File: config.mk
export PLATFORM = sky130hd
export DESIGN_NAME = ext_irq_stamp
export DESIGN_NICKNAME = d
export VERILOG_FILES = /design/src/rtl/ext_irq_pkg.sv /design/src/rtl/eit_sync.sv /design/src/rtl/eit_edge.sv /design/src/rtl/eit_stamp.sv /design/src/rtl/ext_irq_stamp.sv
export SDC_FILE = /design/constraint.sdc
export NUM_CORES = 1
export LEC_CHECK = 0
export ABC_AREA = 1
export CAP_MARGIN = 20
export CORE_UTILIZATION = 45
export CTS_CLUSTER_SIZE = 25
export DETAILED_ROUTE_END_ITERATION = 16
export PLACE_DENSITY_LB_ADDON = 0.25
export SYNTH_ARGS = -nofsm -noshare
export SYNTH_HDL_FRONTEND = slang
export SYNTH_HIERARCHICAL = 1
export SYNTH_SLANG_ARGS = --single-unit
File: constraint.sdc
create_clock -name clk_i -period 2.09 [get_ports clk_i]
set_clock_uncertainty 0.15 [all_clocks]
set_input_delay 0.3135 -clock clk_i [delete_from_list [all_inputs] [get_ports clk_i]]
set_output_delay 0.3135 -clock clk_i [all_outputs]
set_load 0.02 [all_outputs]
File: src/rtl/ext_irq_pkg.sv
package ext_irq_pkg;

   typedef struct packed {
      logic en;
      logic rise;
   } chan_cfg_t;

   localparam chan_cfg_t CFG_RESET = '{en: 1'b0, rise: 1'b0};

endpackage

File: src/rtl/eit_sync.sv
module eit_sync #(
   parameter int STAGES = 2
) (
   input  logic clk_i,
   input  logic rst_ni,
   input  logic d_i,
   output logic q_o
);

   generate
      if (STAGES < 2) begin : g_bad_stages
         $error("eit_sync: STAGES must be at least 2");
      end
   endgenerate

   logic [STAGES-1:0] chain_q;

   always_ff @(posedge clk_i or negedge rst_ni) begin
      if (!rst_ni) chain_q <= '0;
      else         chain_q <= {chain_q[STAGES-2:0], d_i};
   end

   assign q_o = chain_q[STAGES-1];

endmodule

File: src/rtl/eit_edge.sv
module eit_edge
   import ext_irq_pkg::*;
(
   input  logic      clk_i,
   input  logic      rst_ni,
   input  logic      lvl_i,
   input  chan_cfg_t cfg_i,
   output logic      hit_o,
   output logic      irq_o
);

   logic prev_q;
   logic irq_q;
   logic rise_ev;
   logic fall_ev;

   assign rise_ev = lvl_i & ~prev_q;
   assign fall_ev = ~lvl_i & prev_q;
   assign hit_o   = cfg_i.en & (cfg_i.rise ? rise_ev : fall_ev);

   always_ff @(posedge clk_i or negedge rst_ni) begin
      if (!rst_ni) begin
         prev_q <= 1'b0;
         irq_q  <= 1'b0;
      end else begin
         prev_q <= lvl_i;
         irq_q  <= hit_o;
      end
   end

   assign irq_o = irq_q;


   irq_single_chk: assert property (@(posedge clk_i) disable iff (!rst_ni)
      irq_q |=> !irq_q);


   irq_disabled_chk: assert property (@(posedge clk_i) disable iff (!rst_ni)
      !cfg_i.en |=> !irq_q);


   irq_polarity_chk: assert property (@(posedge clk_i) disable iff (!rst_ni)
      irq_q |-> ($past(lvl_i) == $past(cfg_i.rise)));

endmodule

File: src/rtl/eit_stamp.sv
module eit_stamp #(
   parameter int W = 16
) (
   input  logic         clk_i,
   input  logic         rst_ni,
   input  logic         clr_i,
   output logic [W-1:0] cnt_o
);

   logic [W-1:0] cnt_q;

   always_ff @(posedge clk_i or negedge rst_ni) begin
      if (!rst_ni)    cnt_q <= '0;
      else if (clr_i) cnt_q <= '0;
      else            cnt_q <= cnt_q + 1'b1;
   end

   assign cnt_o = cnt_q;


   cnt_clear_chk: assert property (@(posedge clk_i) disable iff (!rst_ni)
      clr_i |=> (cnt_q == '0));


   cnt_step_chk: assert property (@(posedge clk_i) disable iff (!rst_ni)
      !clr_i |=> (cnt_q == W'($past(cnt_q) + 1'b1)));

endmodule

File: src/rtl/ext_irq_stamp.sv
module ext_irq_stamp
   import ext_irq_pkg::*;
#(
   parameter int NUM_CH      = 3,
   parameter int CNT_W       = 16,
   parameter int SYNC_STAGES = 2,
   localparam int SEL_W      = (NUM_CH > 1) ? $clog2(NUM_CH + 1) : 1
) (
   input  logic              clk_i,
   input  logic              rst_ni,
   input  logic [NUM_CH-1:0] pin_i,
   input  logic [SEL_W-1:0]  cfg_sel_i,
   input  logic              cfg_en_we_i,
   input  logic              cfg_en_i,
   input  logic              cfg_pol_we_i,
   input  logic              cfg_rise_i,
   input  logic [SEL_W-1:0]  rd_sel_i,
   output logic [CNT_W-1:0]  rd_cnt_o,
   output logic [NUM_CH-1:0] irq_o
);

   generate
      if (NUM_CH < 1) begin : g_bad_ch
         $error("ext_irq_stamp: NUM_CH must be at least 1");
      end
      if (CNT_W < 2) begin : g_bad_w
         $error("ext_irq_stamp: CNT_W must be at least 2");
      end
   endgenerate

   chan_cfg_t        cfg_q [NUM_CH];
   logic [CNT_W-1:0] cnt_w [NUM_CH];
   logic [NUM_CH-1:0] lvl_w;
   logic [NUM_CH-1:0] hit_w;

   for (genvar g = 0; g < NUM_CH; g++) begin : g_ch
      logic sel_me;
      assign sel_me = (cfg_sel_i == SEL_W'(g));

      always_ff @(posedge clk_i or negedge rst_ni) begin
         if (!rst_ni) begin
            cfg_q[g] <= CFG_RESET;
         end else begin
            if (sel_me && cfg_en_we_i)  cfg_q[g].en   <= cfg_en_i;
            if (sel_me && cfg_pol_we_i) cfg_q[g].rise <= cfg_rise_i;
         end
      end

      eit_sync #(.STAGES(SYNC_STAGES)) u_sync (
         .clk_i (clk_i),
         .rst_ni(rst_ni),
         .d_i   (pin_i[g]),
         .q_o   (lvl_w[g])
      );

      eit_edge u_edge (
         .clk_i (clk_i),
         .rst_ni(rst_ni),
         .lvl_i (lvl_w[g]),
         .cfg_i (cfg_q[g]),
         .hit_o (hit_w[g]),
         .irq_o (irq_o[g])
      );

      eit_stamp #(.W(CNT_W)) u_stamp (
         .clk_i (clk_i),
         .rst_ni(rst_ni),
         .clr_i (hit_w[g]),
         .cnt_o (cnt_w[g])
      );


      cnt_zero_on_irq_chk: assert property (@(posedge clk_i) disable iff (!rst_ni)
         irq_o[g] |-> (cnt_w[g] == '0));
   end

   always_comb begin
      rd_cnt_o = '0;
      for (int i = 0; i < NUM_CH; i++) begin
         if (rd_sel_i == SEL_W'(i)) rd_cnt_o = cnt_w[i];
      end
   end

endmodule

==> metrics.log <==
INFO  metric run_status = completed
INFO  metric rsz0062_at_grt = false
INFO  metric final.min_clock_period = 2.00 ns
INFO  metric clk_pin_slew = 0.07 ns
INFO  metric fin_nets = 556
INFO  metric setup.worst_path.class = input pin to primary output
INFO  metric detail_route.vias_per_cell = 5.03
INFO  metric floorplan.initialDensity = 47.0%
INFO  metric power-per-cell-area = 859 nW/um^2
INFO  metric io_buffer_count = 31
INFO  metric worst-path-max-fanout = 12
INFO  metric groute.usage.overall = 22.1%
INFO  metric critical_path_arrival = 1.53 ns
INFO  metric grt_max_degree = 28
INFO  metric drt_first_pass_iters = 5
INFO  metric worst_hold_check_path_type = flip-flop to flip-flop
INFO  metric timing.final.hold_violations = 0
INFO  metric timing.setup.tns = 0 ns
INFO  metric crit_path_end_kind = primary output
INFO  metric slowest_stage = clkdlybuf4s50_1
INFO  metric synth_top_area_share = 45.1%
INFO  metric drt_iter0_drc = 227
INFO  metric yosys-top-cells-area = dfrtp_1 (45%), nand2_1 (13%), nand3_1 (9.0%)
INFO  metric cp-start-kind = input pin
INFO  metric grtUsageMet3 = 3.65%
INFO  metric cts_buffers = 9
INFO  metric worstSkewPairLatency = 0.35 ns
INFO  metric drive_above_1_share = 15.8%
INFO  metric grt_pass1_wl = 14500 um
INFO  metric vdd_ir_drop_max = 0.490 mV
INFO  metric power_leakage = 0.00218 uW
INFO  metric gp_routability_congestion = 0.872
INFO  metric synth_seq_cells = 66
INFO  metric grt_busiest_layer = met2
INFO  metric p_total = 3700 uW
INFO  metric tritoncts_num_sinks = 66
INFO  metric drt.antenna.violating_nets = 0
INFO  metric cts_buffer_depth = 2
INFO  metric grt_overflow_total = 0
INFO  metric antenna_diode_count = 0
INFO  metric fp.dieH = 92.3 um
INFO  metric max_freq = 501 MHz
INFO  metric num-fill-cells = 754
INFO  metric global_route.usage.met1 = 29.3%
INFO  metric timing.slew.headroom = 75.6%
INFO  metric cts_tree = built
INFO  metric list_of_cells_traversed_by_the_critical_path = clkdlybuf4s50_1 -> buf_12 -> buf_12 -> nand3_1 -> nand3_1 -> buf_2
INFO  metric dpl.cell_count = 629
INFO  metric seq_area_frac_synth = 45.1%
INFO  metric detailroute.via_count = 3256
INFO  metric net_count_synth = 507
INFO  metric synth.cell_area = 3670 sq um
INFO  metric dpl_worst_slack = -0.364 ns
INFO  metric routed_wirelength = 8560 um
INFO  metric synth.lib_cells_used.distinct = 23
INFO  metric final-setup-viol-count = 0
INFO  metric slew_viols_final = 0
INFO  metric timing.final.ws_setup = 0.0944 ns
INFO  metric met2_usage = 35.9%
INFO  metric sum_of_buffers_and_inverters_on_the_critical_path = 4
INFO  metric timing.final.crit_share = 95.5%
INFO  metric die_area = 8510 sq um
INFO  metric synthesis.instances = 491
INFO  metric hpwl = 6410 um
INFO  metric worstPathRequired = 1.63 ns
INFO  metric ioPinCount = 32
INFO  metric yosys_warnings = 6
INFO  metric floorplan.die.width = 92.3 um
INFO  metric htree_num_levels = 3
INFO  metric layout-area-overhead-vs-synth = 17.6%
INFO  metric antenna_found_initial = 0
INFO  metric worst_slew_pin_slew = 0.366 ns
INFO  metric critical-path-max-stage-delay = 0.52 ns
INFO  metric maxCapViolCount = 0
INFO  metric finish.cell_count_without_fillers = 647
INFO  metric buffer_type_at_the_clock_tree_root = clkbuf_8
INFO  metric postCtsSetupRepairBufs = 0
INFO  metric cp_top_family = buffers and inverters
INFO  metric fp-row-count = 32
INFO  metric first_global_vias = 3084
INFO  metric final_core_area_utilization = 55.2%
INFO  metric fp.coreArea = 7810 sq um
INFO  metric drc_errors = 0
INFO  metric routed_wirelength_normalized_by_instance_count = 13.2 um
INFO  metric post_syn_area_per_cell = 7.47 sq um
INFO  metric yosysTopAreaCell = dfrtp_1
[per-stage QoR]
stage               cell area (sq um)  hold WS, ns
floorplan                        3670       -0.132
global placement                 4160       0.0962
detailed placement               4160        0.102
CTS                              4390        0.202
global route                     4310        0.209
finish                           4310        0.198
[worst paths after layout]
kind / start / to / slack [ns] / cells past startpoint
setup reg to reg: g_ch[0].u_sync/chain_q[1] / g_ch[0].u_stamp/cnt_o[4] / 0.50 / 10
setup / recovery: rd_sel_i[0] / rd_cnt_o[14] / 0.09 / 6
hold / removal: g_ch[2].u_sync/chain_q[0] / g_ch[2].u_sync/chain_q[1] / 0.20 / 0
max in group asynchronous: rst_ni / cfg_q[2] / 1.02 / 3
hold reg to reg: g_ch[2].u_sync/chain_q[0] / g_ch[2].u_sync/chain_q[1] / 0.20 / 0
min in group asynchronous: rst_ni / g_ch[2].u_stamp/cnt_o[4] / 0.25 / 2
[registers in the layout (all words and copies together) (netlist names)]
register             cells
g_ch.u_stamp/cnt_o      48
g_ch.u_edge/irq_o        3
g_ch.u_sync/chain_q      6
cfg_q                    6
g_ch.u_edge/prev_q       3
[cell usage after synthesis]
cell,count
nand2_1,126
nor2_1,82
dfrtp_1,66
nand3_1,66
inv_1,53
nand2_2,15
o21ai_0,15
a21oi_1,9
nor2_2,9
inv_2,7
nand4_1,7
nor2_4,6
o21bai_1,6
xor2_1,6
buf_6,4
ha_1,3
o21bai_2,3
xnor2_1,3
buf_4,1
buf_8,1
clkbuf_4,1
inv_4,1
nor2_8,1
[report_power, final]
part | switching (uW) | internal [uW] | total [uW] | leakage (uW)
combinational | 576 | 328 | 904 | 0.00122
clock | 489 | 584 | 1070 | 0.0000966
sequential | 240 | 1490 | 1730 | 0.000863
[layout by cell type (no fill, tap or decap)]
cell             instances
a21oi_1                  9
buf_12                   4
buf_2                   14
buf_4                    6
buf_6                    2
bufinv_16                1
clkbuf_1                 2
clkbuf_2                 3
clkbuf_8                10
clkdlybuf4s50_1         14
clkinv_2                 1
clkinv_4                 1
clkinvlp_4               1
dfrtp_1                 66
dlygate4sd3_1            1
ha_1                     3
inv_1                   53
inv_2                    6
inv_4                    2
nand2_1                126
nand2_2                 15
nand3_1                 66
nand4_1                  7
nor2_1                  82
nor2_2                   9
nor2_4                   7
nor2_8                   1
o21ai_0                 15
o21bai_1                 6
o21bai_2                 3
xnor2_1                  3
xor2_1                   6
[area by class of cell]
class | count | area [sq um] | area share (%)
repair buffers | 44 | 383 | 8.88
well taps | 102 | 128 | 2.96
flip-flops and latches | 66 | 1650 | 38.3
clock inverters | 4 | 51.3 | 1.19
clock buffers | 12 | 145 | 3.37
inverters | 61 | 234 | 5.43
multi-input cells | 358 | 1720 | 39.9
[worst reg2reg max path: cells and delay by family (launching register included)]
kind	cells	cell delay, ns
compound gates	2	0.18
buf+inv	3	0.28
flops	1	0.38
simple gates	5	0.48
[timing repair]
item | 4_1_cts | 5_1_grt
gates cloned | 0 | 1
endpoints found under the setup margin | 16 | 16
hold buffers | 1 | 0
pin swaps | 0 | 1
resized for setup | 47 | 17
endpoints found under the hold margin | 12 | 0
[kinds of logic (layout without fill, tap and decap cells)]
logic type,count (synthesis),after routing,synth area share [%]
flip-flops,66,66,45.1
XOR/XNOR,9,9,2.15
AND/OR/NAND/NOR,312,313,38.0
adder cells (fa/ha/maj),3,3,1.02
AO/OA/AOI/OAI,33,33,5.43
buffers and inverters,68,121,8.36
[metal layers]
layer  part of all wire, %  wire [um]  up-vias
met2                    48       4140       87
met5                     0          0        -
met1                    45       3850     1515
met3                   4.9        420       12
met4                   1.8        156        0
li1                      -          -     1642
Note: power is estimated with default switching activity, not from simulation.
